===== config.mk =====
export PLATFORM = sky130hd
export DESIGN_NAME = spkr_status_port
export DESIGN_NICKNAME = d
export VERILOG_FILES = /design/src/rtl/spkr_port_pkg.sv /design/src/rtl/sync_edge.sv /design/src/rtl/ctrl_reg.sv /design/src/rtl/chk_latch.sv /design/src/rtl/spkr_status_port.sv
export SDC_FILE = /design/constraint.sdc
export NUM_CORES = 1
export LEC_CHECK = 0
export BUFFER_PORTS_ARGS = -buffer_cell sky130_fd_sc_hd__buf_2
export CAP_MARGIN = 10
export CORE_MARGIN = 2
export CORE_UTILIZATION = 36
export CTS_CLUSTER_SIZE = 10
export DETAILED_ROUTE_END_ITERATION = 16
export PLACE_DENSITY = 0.75
export SYNTH_ARGS = -nofsm -noshare
export SYNTH_HDL_FRONTEND = slang
export SYNTH_SLANG_ARGS = --single-unit

===== constraint.sdc =====
create_clock -name clk -period 1.1 [get_ports clk]
set_input_delay 0.055 -clock clk [delete_from_list [all_inputs] [get_ports clk]]
set_output_delay 0.055 -clock clk [all_outputs]
set_load 0.05 [all_outputs]

===== src/rtl/spkr_port_pkg.sv =====
package spkr_port_pkg;
   // read-back positions; software decodes these
   localparam int POS_TGATE  = 0;
   localparam int POS_SPKEN  = 1;
   localparam int POS_SPARE  = 2;
   localparam int POS_CHKDIS = 3;
   localparam int POS_RFTOG  = 4;
   localparam int POS_TMR    = 5;
   localparam int POS_CHKFLG = 6;
   localparam int POS_ZERO   = 7;
   localparam int CTRL_W     = 4;

   typedef struct packed {
      logic chk_dis;
      logic spare;
      logic spk_en;
      logic tgate;
   } ctrl_t;
endpackage


===== src/rtl/sync_edge.sv =====
module sync_edge #(
   parameter int   STAGES  = 2,
   parameter logic RST_LVL = 1'b0,
   parameter bit   RISE    = 1'b1
) (
   input  logic clk,
   input  logic rst_n,
   input  logic d_async,
   output logic lvl,
   output logic edge_p
);
   if (STAGES < 2) begin : g_bad_stages
      $error("sync_edge: STAGES must be at least 2");
   end

   logic [STAGES-1:0] sh_q;
   logic              prev_q;

   always_ff @(posedge clk or negedge rst_n) begin
      if (!rst_n) begin
         sh_q   <= {STAGES{RST_LVL}};
         prev_q <= RST_LVL;
      end else begin
         sh_q   <= {sh_q[STAGES-2:0], d_async};
         prev_q <= sh_q[STAGES-1];
      end
   end

   assign lvl = sh_q[STAGES-1];

   if (RISE) begin : g_rise
      assign edge_p = lvl & ~prev_q;
   end else begin : g_fall
      assign edge_p = ~lvl & prev_q;
   end


   edge_one_cycle_chk: assert property (@(posedge clk) disable iff (!rst_n)
      edge_p |=> !edge_p);
endmodule


===== src/rtl/ctrl_reg.sv =====
module ctrl_reg #(
   parameter int W = 4
) (
   input  logic         clk,
   input  logic         rst_n,
   input  logic         we,
   input  logic [W-1:0] wd,
   output logic [W-1:0] q
);
   if (W < 1) begin : g_bad_w
      $error("ctrl_reg: W must be positive");
   end

   always_ff @(posedge clk or negedge rst_n) begin
      if (!rst_n) q <= '0;
      else if (we) q <= wd;
   end


   ctrl_load_chk: assert property (@(posedge clk) disable iff (!rst_n)
      we |=> q == $past(wd));

   ctrl_hold_chk: assert property (@(posedge clk) disable iff (!rst_n)
      !we |=> $stable(q));
endmodule


===== src/rtl/chk_latch.sv =====
module chk_latch (
   input  logic clk,
   input  logic rst_n,
   input  logic act,
   input  logic clr,
   output logic flag
);
   always_ff @(posedge clk or negedge rst_n) begin
      if (!rst_n)   flag <= 1'b0;
      else if (clr) flag <= 1'b0;
      else if (act) flag <= 1'b1;
   end


   flag_sticky_chk: assert property (@(posedge clk) disable iff (!rst_n)
      (flag && !clr) |=> flag);

   flag_clear_chk: assert property (@(posedge clk) disable iff (!rst_n)
      clr |=> !flag);
endmodule


===== src/rtl/spkr_status_port.sv =====
module spkr_status_port
   import spkr_port_pkg::*;
#(
   parameter int              ADDR_W      = 16,
   parameter logic [ADDR_W-1:0] PORT_ADDR = 16'h0061,
   parameter int              SYNC_STAGES = 2
) (
   input  logic              clk,
   input  logic              rst_n,
   input  logic [ADDR_W-1:0] io_addr,
   input  logic              io_wr,
   input  logic              io_rd,
   input  logic [7:0]        io_wdata,
   output logic [7:0]        io_rdata,
   input  logic              tmr2_out,
   input  logic              chk_n,
   input  logic              rfsh_n,
   output logic              tmr2_gate,
   output logic              spkr_out,
   output logic              nmi_req
);
   if (ADDR_W < 8) begin : g_bad_addr
      $error("spkr_status_port: ADDR_W must be at least 8");
   end

   logic  hit, wr_hit, rd_hit;
   logic [CTRL_W-1:0] ctrl_q;
   ctrl_t ctrl;
   logic  chk_lvl, chk_edge_unused;
   logic  rf_lvl_unused, rf_rise;
   logic  chk_flag;
   logic  rf_tog_q;

   assign hit    = (io_addr == PORT_ADDR);
   assign wr_hit = io_wr & hit;
   assign rd_hit = io_rd & hit;

   ctrl_reg #(.W(CTRL_W)) ctrl_i (
      .clk(clk), .rst_n(rst_n), .we(wr_hit),
      .wd(io_wdata[CTRL_W-1:0]), .q(ctrl_q)
   );
   assign ctrl = ctrl_t'(ctrl_q);

   sync_edge #(.STAGES(SYNC_STAGES), .RST_LVL(1'b0), .RISE(1'b1)) chk_sync_i (
      .clk(clk), .rst_n(rst_n), .d_async(~chk_n),
      .lvl(chk_lvl), .edge_p(chk_edge_unused)
   );

   sync_edge #(.STAGES(SYNC_STAGES), .RST_LVL(1'b1), .RISE(1'b1)) rf_sync_i (
      .clk(clk), .rst_n(rst_n), .d_async(rfsh_n),
      .lvl(rf_lvl_unused), .edge_p(rf_rise)
   );

   chk_latch chk_i (
      .clk(clk), .rst_n(rst_n), .act(chk_lvl),
      .clr(ctrl.chk_dis), .flag(chk_flag)
   );

   always_ff @(posedge clk or negedge rst_n) begin
      if (!rst_n)       rf_tog_q <= 1'b0;
      else if (rf_rise) rf_tog_q <= ~rf_tog_q;
   end

   assign tmr2_gate = ctrl.tgate;
   assign spkr_out  = tmr2_out & ctrl.spk_en;
   assign nmi_req   = chk_flag;

   always_comb begin
      io_rdata = 8'h00;
      if (rd_hit) begin
         io_rdata[POS_TGATE]  = ctrl.tgate;
         io_rdata[POS_SPKEN]  = ctrl.spk_en;
         io_rdata[POS_SPARE]  = ctrl.spare;
         io_rdata[POS_CHKDIS] = ctrl.chk_dis;
         io_rdata[POS_RFTOG]  = rf_tog_q;
         io_rdata[POS_TMR]    = tmr2_out;
         io_rdata[POS_CHKFLG] = chk_flag;
         io_rdata[POS_ZERO]   = 1'b0;
      end
   end


   rf_tog_stable_chk: assert property (@(posedge clk) disable iff (!rst_n)
      !rf_rise |=> $stable(rf_tog_q));

   nmi_cause_chk: assert property (@(posedge clk) disable iff (!rst_n)
      $rose(nmi_req) |-> $past(chk_lvl) && !$past(ctrl.chk_dis));

   spkr_gated_chk: assert property (@(posedge clk) disable iff (!rst_n)
      spkr_out |-> tmr2_out);

   gate_write_chk: assert property (@(posedge clk) disable iff (!rst_n)
      wr_hit |=> tmr2_gate == $past(io_wdata[POS_TGATE]));

   nmi_blocked_chk: assert property (@(posedge clk) disable iff (!rst_n)
      ctrl.chk_dis |=> !nmi_req);
endmodule


==> metrics.cfg <==
[status]
status = finished, violations left
violations = negative setup slack

[final_layout]
final_common_cell = buf_2
diodes = 0
area_delta_synth_final_pct = 83.2
nets = 115
drive_above_1_share_pct = 72.3
post-route-util_pct = 71.5
final_cell_mix = buf_2 (21), dfrtp_1 (8), and2_4 (7), buf_6 (7), buf_8 (7)
fin_cells = 98

[worst_setup_path]
start_kind = primary input
rr_worst_depth = 2
r2r-start = ctrl_i.q[1]
critPathArrivalTime_ns = 1.10
r2r_end = ctrl_i.q[1]
ff2ff_setup_slack_ns = 0.21
worstSetupStartpoint = io_addr[3]
endpoint_kind = output port
crit_required_ns = 1.04
crit_fanout = 7
crit_end = io_rdata[0]
critical_path_class = primary input to output port

[synth]
syn_area_um2 = 514
synthCells = 40
synth_top_area_cell = dfrtp_1
yosys_warnings = 0
synth.area.top_cells = dfrtp_1 (39%), dfstp_2 (15%), mux2_4 (12%)
postSynthAreaPerCell_um2 = 12.9
synth-seq-cells = 11
synth_top_area_share_pct = 38.9
synth_cell_types = 16
synth_nets = 71
synth_seq_area_share_pct = 54.3

[timing]
min_period_ns = 1.16
rsz0062_at_grt = yes
fin_worst_skew_ns = 0.00651
hold_viol_final = 0
worst_slack_ns = -0.0565
finalCritPeriodShare_pct = 105
setup_viol = 7
finalMaxSlewViolations = 0
max_freq_mhz = 865

[clock_tree]
root_buffer = clkbuf_4
htreeDepth = 1
numCtsBuffers = 3
ctsLongestPathBuffers = 2
cts_tree = built
insertion_delay_ns = 0.26
clock-sinks = 11
cts.clk_slew.worst_paths_ns = 0.07

[die]
die_h_um = 41.8
die-area_um2 = 1750
die_w_um = 41.8
ios = 42
core.rowCount = 13
start_util_pct = 39.0
coreArea_um2 = 1320

[grt]
grt_overflow_total = 0
grtUsageMet2_pct = 25.9
busiest_layer = met2
grt_pass1_wl_um = 1920
grt_pass1_vias = 430
grt_max_degree = 12
grt_use_met1_pct = 17.5
antenna_found_initial = 0
use_met3_pct = 6.09
grt_use_total_pct = 15.1

[drt]
vias = 432
firstDrtPassIters = 2
drc_errors = 0
viasPerCell = 4.41
wl_um = 1170
wire_per_inst_um = 11.9
ant_nets = 0
drt_iter0_drc = 1

[min_path]
hold_class = primary input to register
holdPathStages = 2

[power]
power_density_nw_per_um2 = 892
vdd_drop_max_v = 0.000669
static-leakage-power_nw = 0.469

[placement]
gp_congestion = 0.688
dp_hpwl_um = 904
dp.cells = 90
port_buffers = 36

[run]
maxCapViolCount = 0

-- registers in the layout, summed over array words and instances, names as in the netlist --
| signal | cells |
|---|---|
| chk_i.flag | 1 |
| chk_sync_i.sh_q | 2 |
| ctrl_i.q | 4 |
| rf_sync_i.prev_q | 1 |
| rf_sync_i.sh_q | 2 |
| rf_tog_q | 1 |
-- cells in the mapped netlist, drive strengths merged --
cell type,count
and3,2
inv,2
nor2,3
xnor2,1
conb,1
dfstp,3
nand4,1
buf,2
and2,8
nor4,2
nand2b,1
dfrtp,8
nor4bb,1
mux2,4
nor4b,1
-- critical path, cell delays in order --
cell     delay, ns
buf_6         0.09
nor4_4        0.28
nand4_1       0.12
nor2_1        0.10
buf_4         0.16
and2_4        0.15
buf_8         0.14
-- power breakdown --
group          leakage, nW  internal, mW  switching [mW]  total, mW
registers            0.131         0.437          0.0166      0.454
logic                0.323        0.0808          0.0507      0.131
clock network       0.0150         0.140           0.116      0.255
-- cell families after synthesis --
group	after synthesis	synth area share, %
multiplexers	4	11.7
flip-flops	11	54.3
other	1	0.729
XOR/XNOR	1	1.70
buffers and inverters	4	5.11
AND/OR/NAND/NOR	19	26.5
-- worst min-delay path by stage --
stage	start	slack, ns	to
2_1_floorplan	rst_n	-0.24	chk_i.flag
3_3_place_gp	rst_n	-0.08	rf_tog_q
3_5_place_dp	rst_n	-0.07	rf_tog_q
4_1_cts	io_wdata[0]	0.02	ctrl_i.q[0]
5_1_grt	io_wdata[0]	0.009	ctrl_i.q[0]
6_report	io_wdata[3]	0.02	ctrl_i.q[3]
-- timing repair --
item,in CTS,in global routing
pin swaps,13,3
hold buffers,3,0
buffers inserted,0,1
endpoints found under the setup margin,7,12
resized for setup,36,4
hold endpoints to repair,13,0
-- routing by layer --
metal | wire length [um] | vias to the layer above
met5 | 0 | -
met4 | 5 | 0
met3 | 66 | 2
met2 | 663 | 16
met1 | 434 | 197
li1 | - | 217
-- area by class of cell --
| cell class | instances | area (um^2) |
|---|---|---|
| clock buffer | 4 | 26.3 |
| fill | 83 | 375 |
| inverter | 2 | 7.51 |
| multi-input combinational | 25 | 269 |
| sequential | 11 | 279 |
| tap | 15 | 18.8 |
| timing repair buffer | 41 | 342 |
-- stage by stage --
step                      power, mW  worst slack (ns)  area (um^2)  hold WS, ns  setup TNS (ns)
final                         0.841           -0.0565          942       0.0248          -0.338
after global routing          0.898            -0.155          942      0.00893           -1.00
after CTS                     0.851           -0.0750          925       0.0207          -0.505
after detailed placement      0.563            -0.276          737      -0.0730           -2.69
after global placement        0.557            -0.249          737      -0.0754           -2.69
after floorplan               0.495           -0.0416          549       -0.241          -0.166
Note: power is estimated with default switching activity, not from simulation.
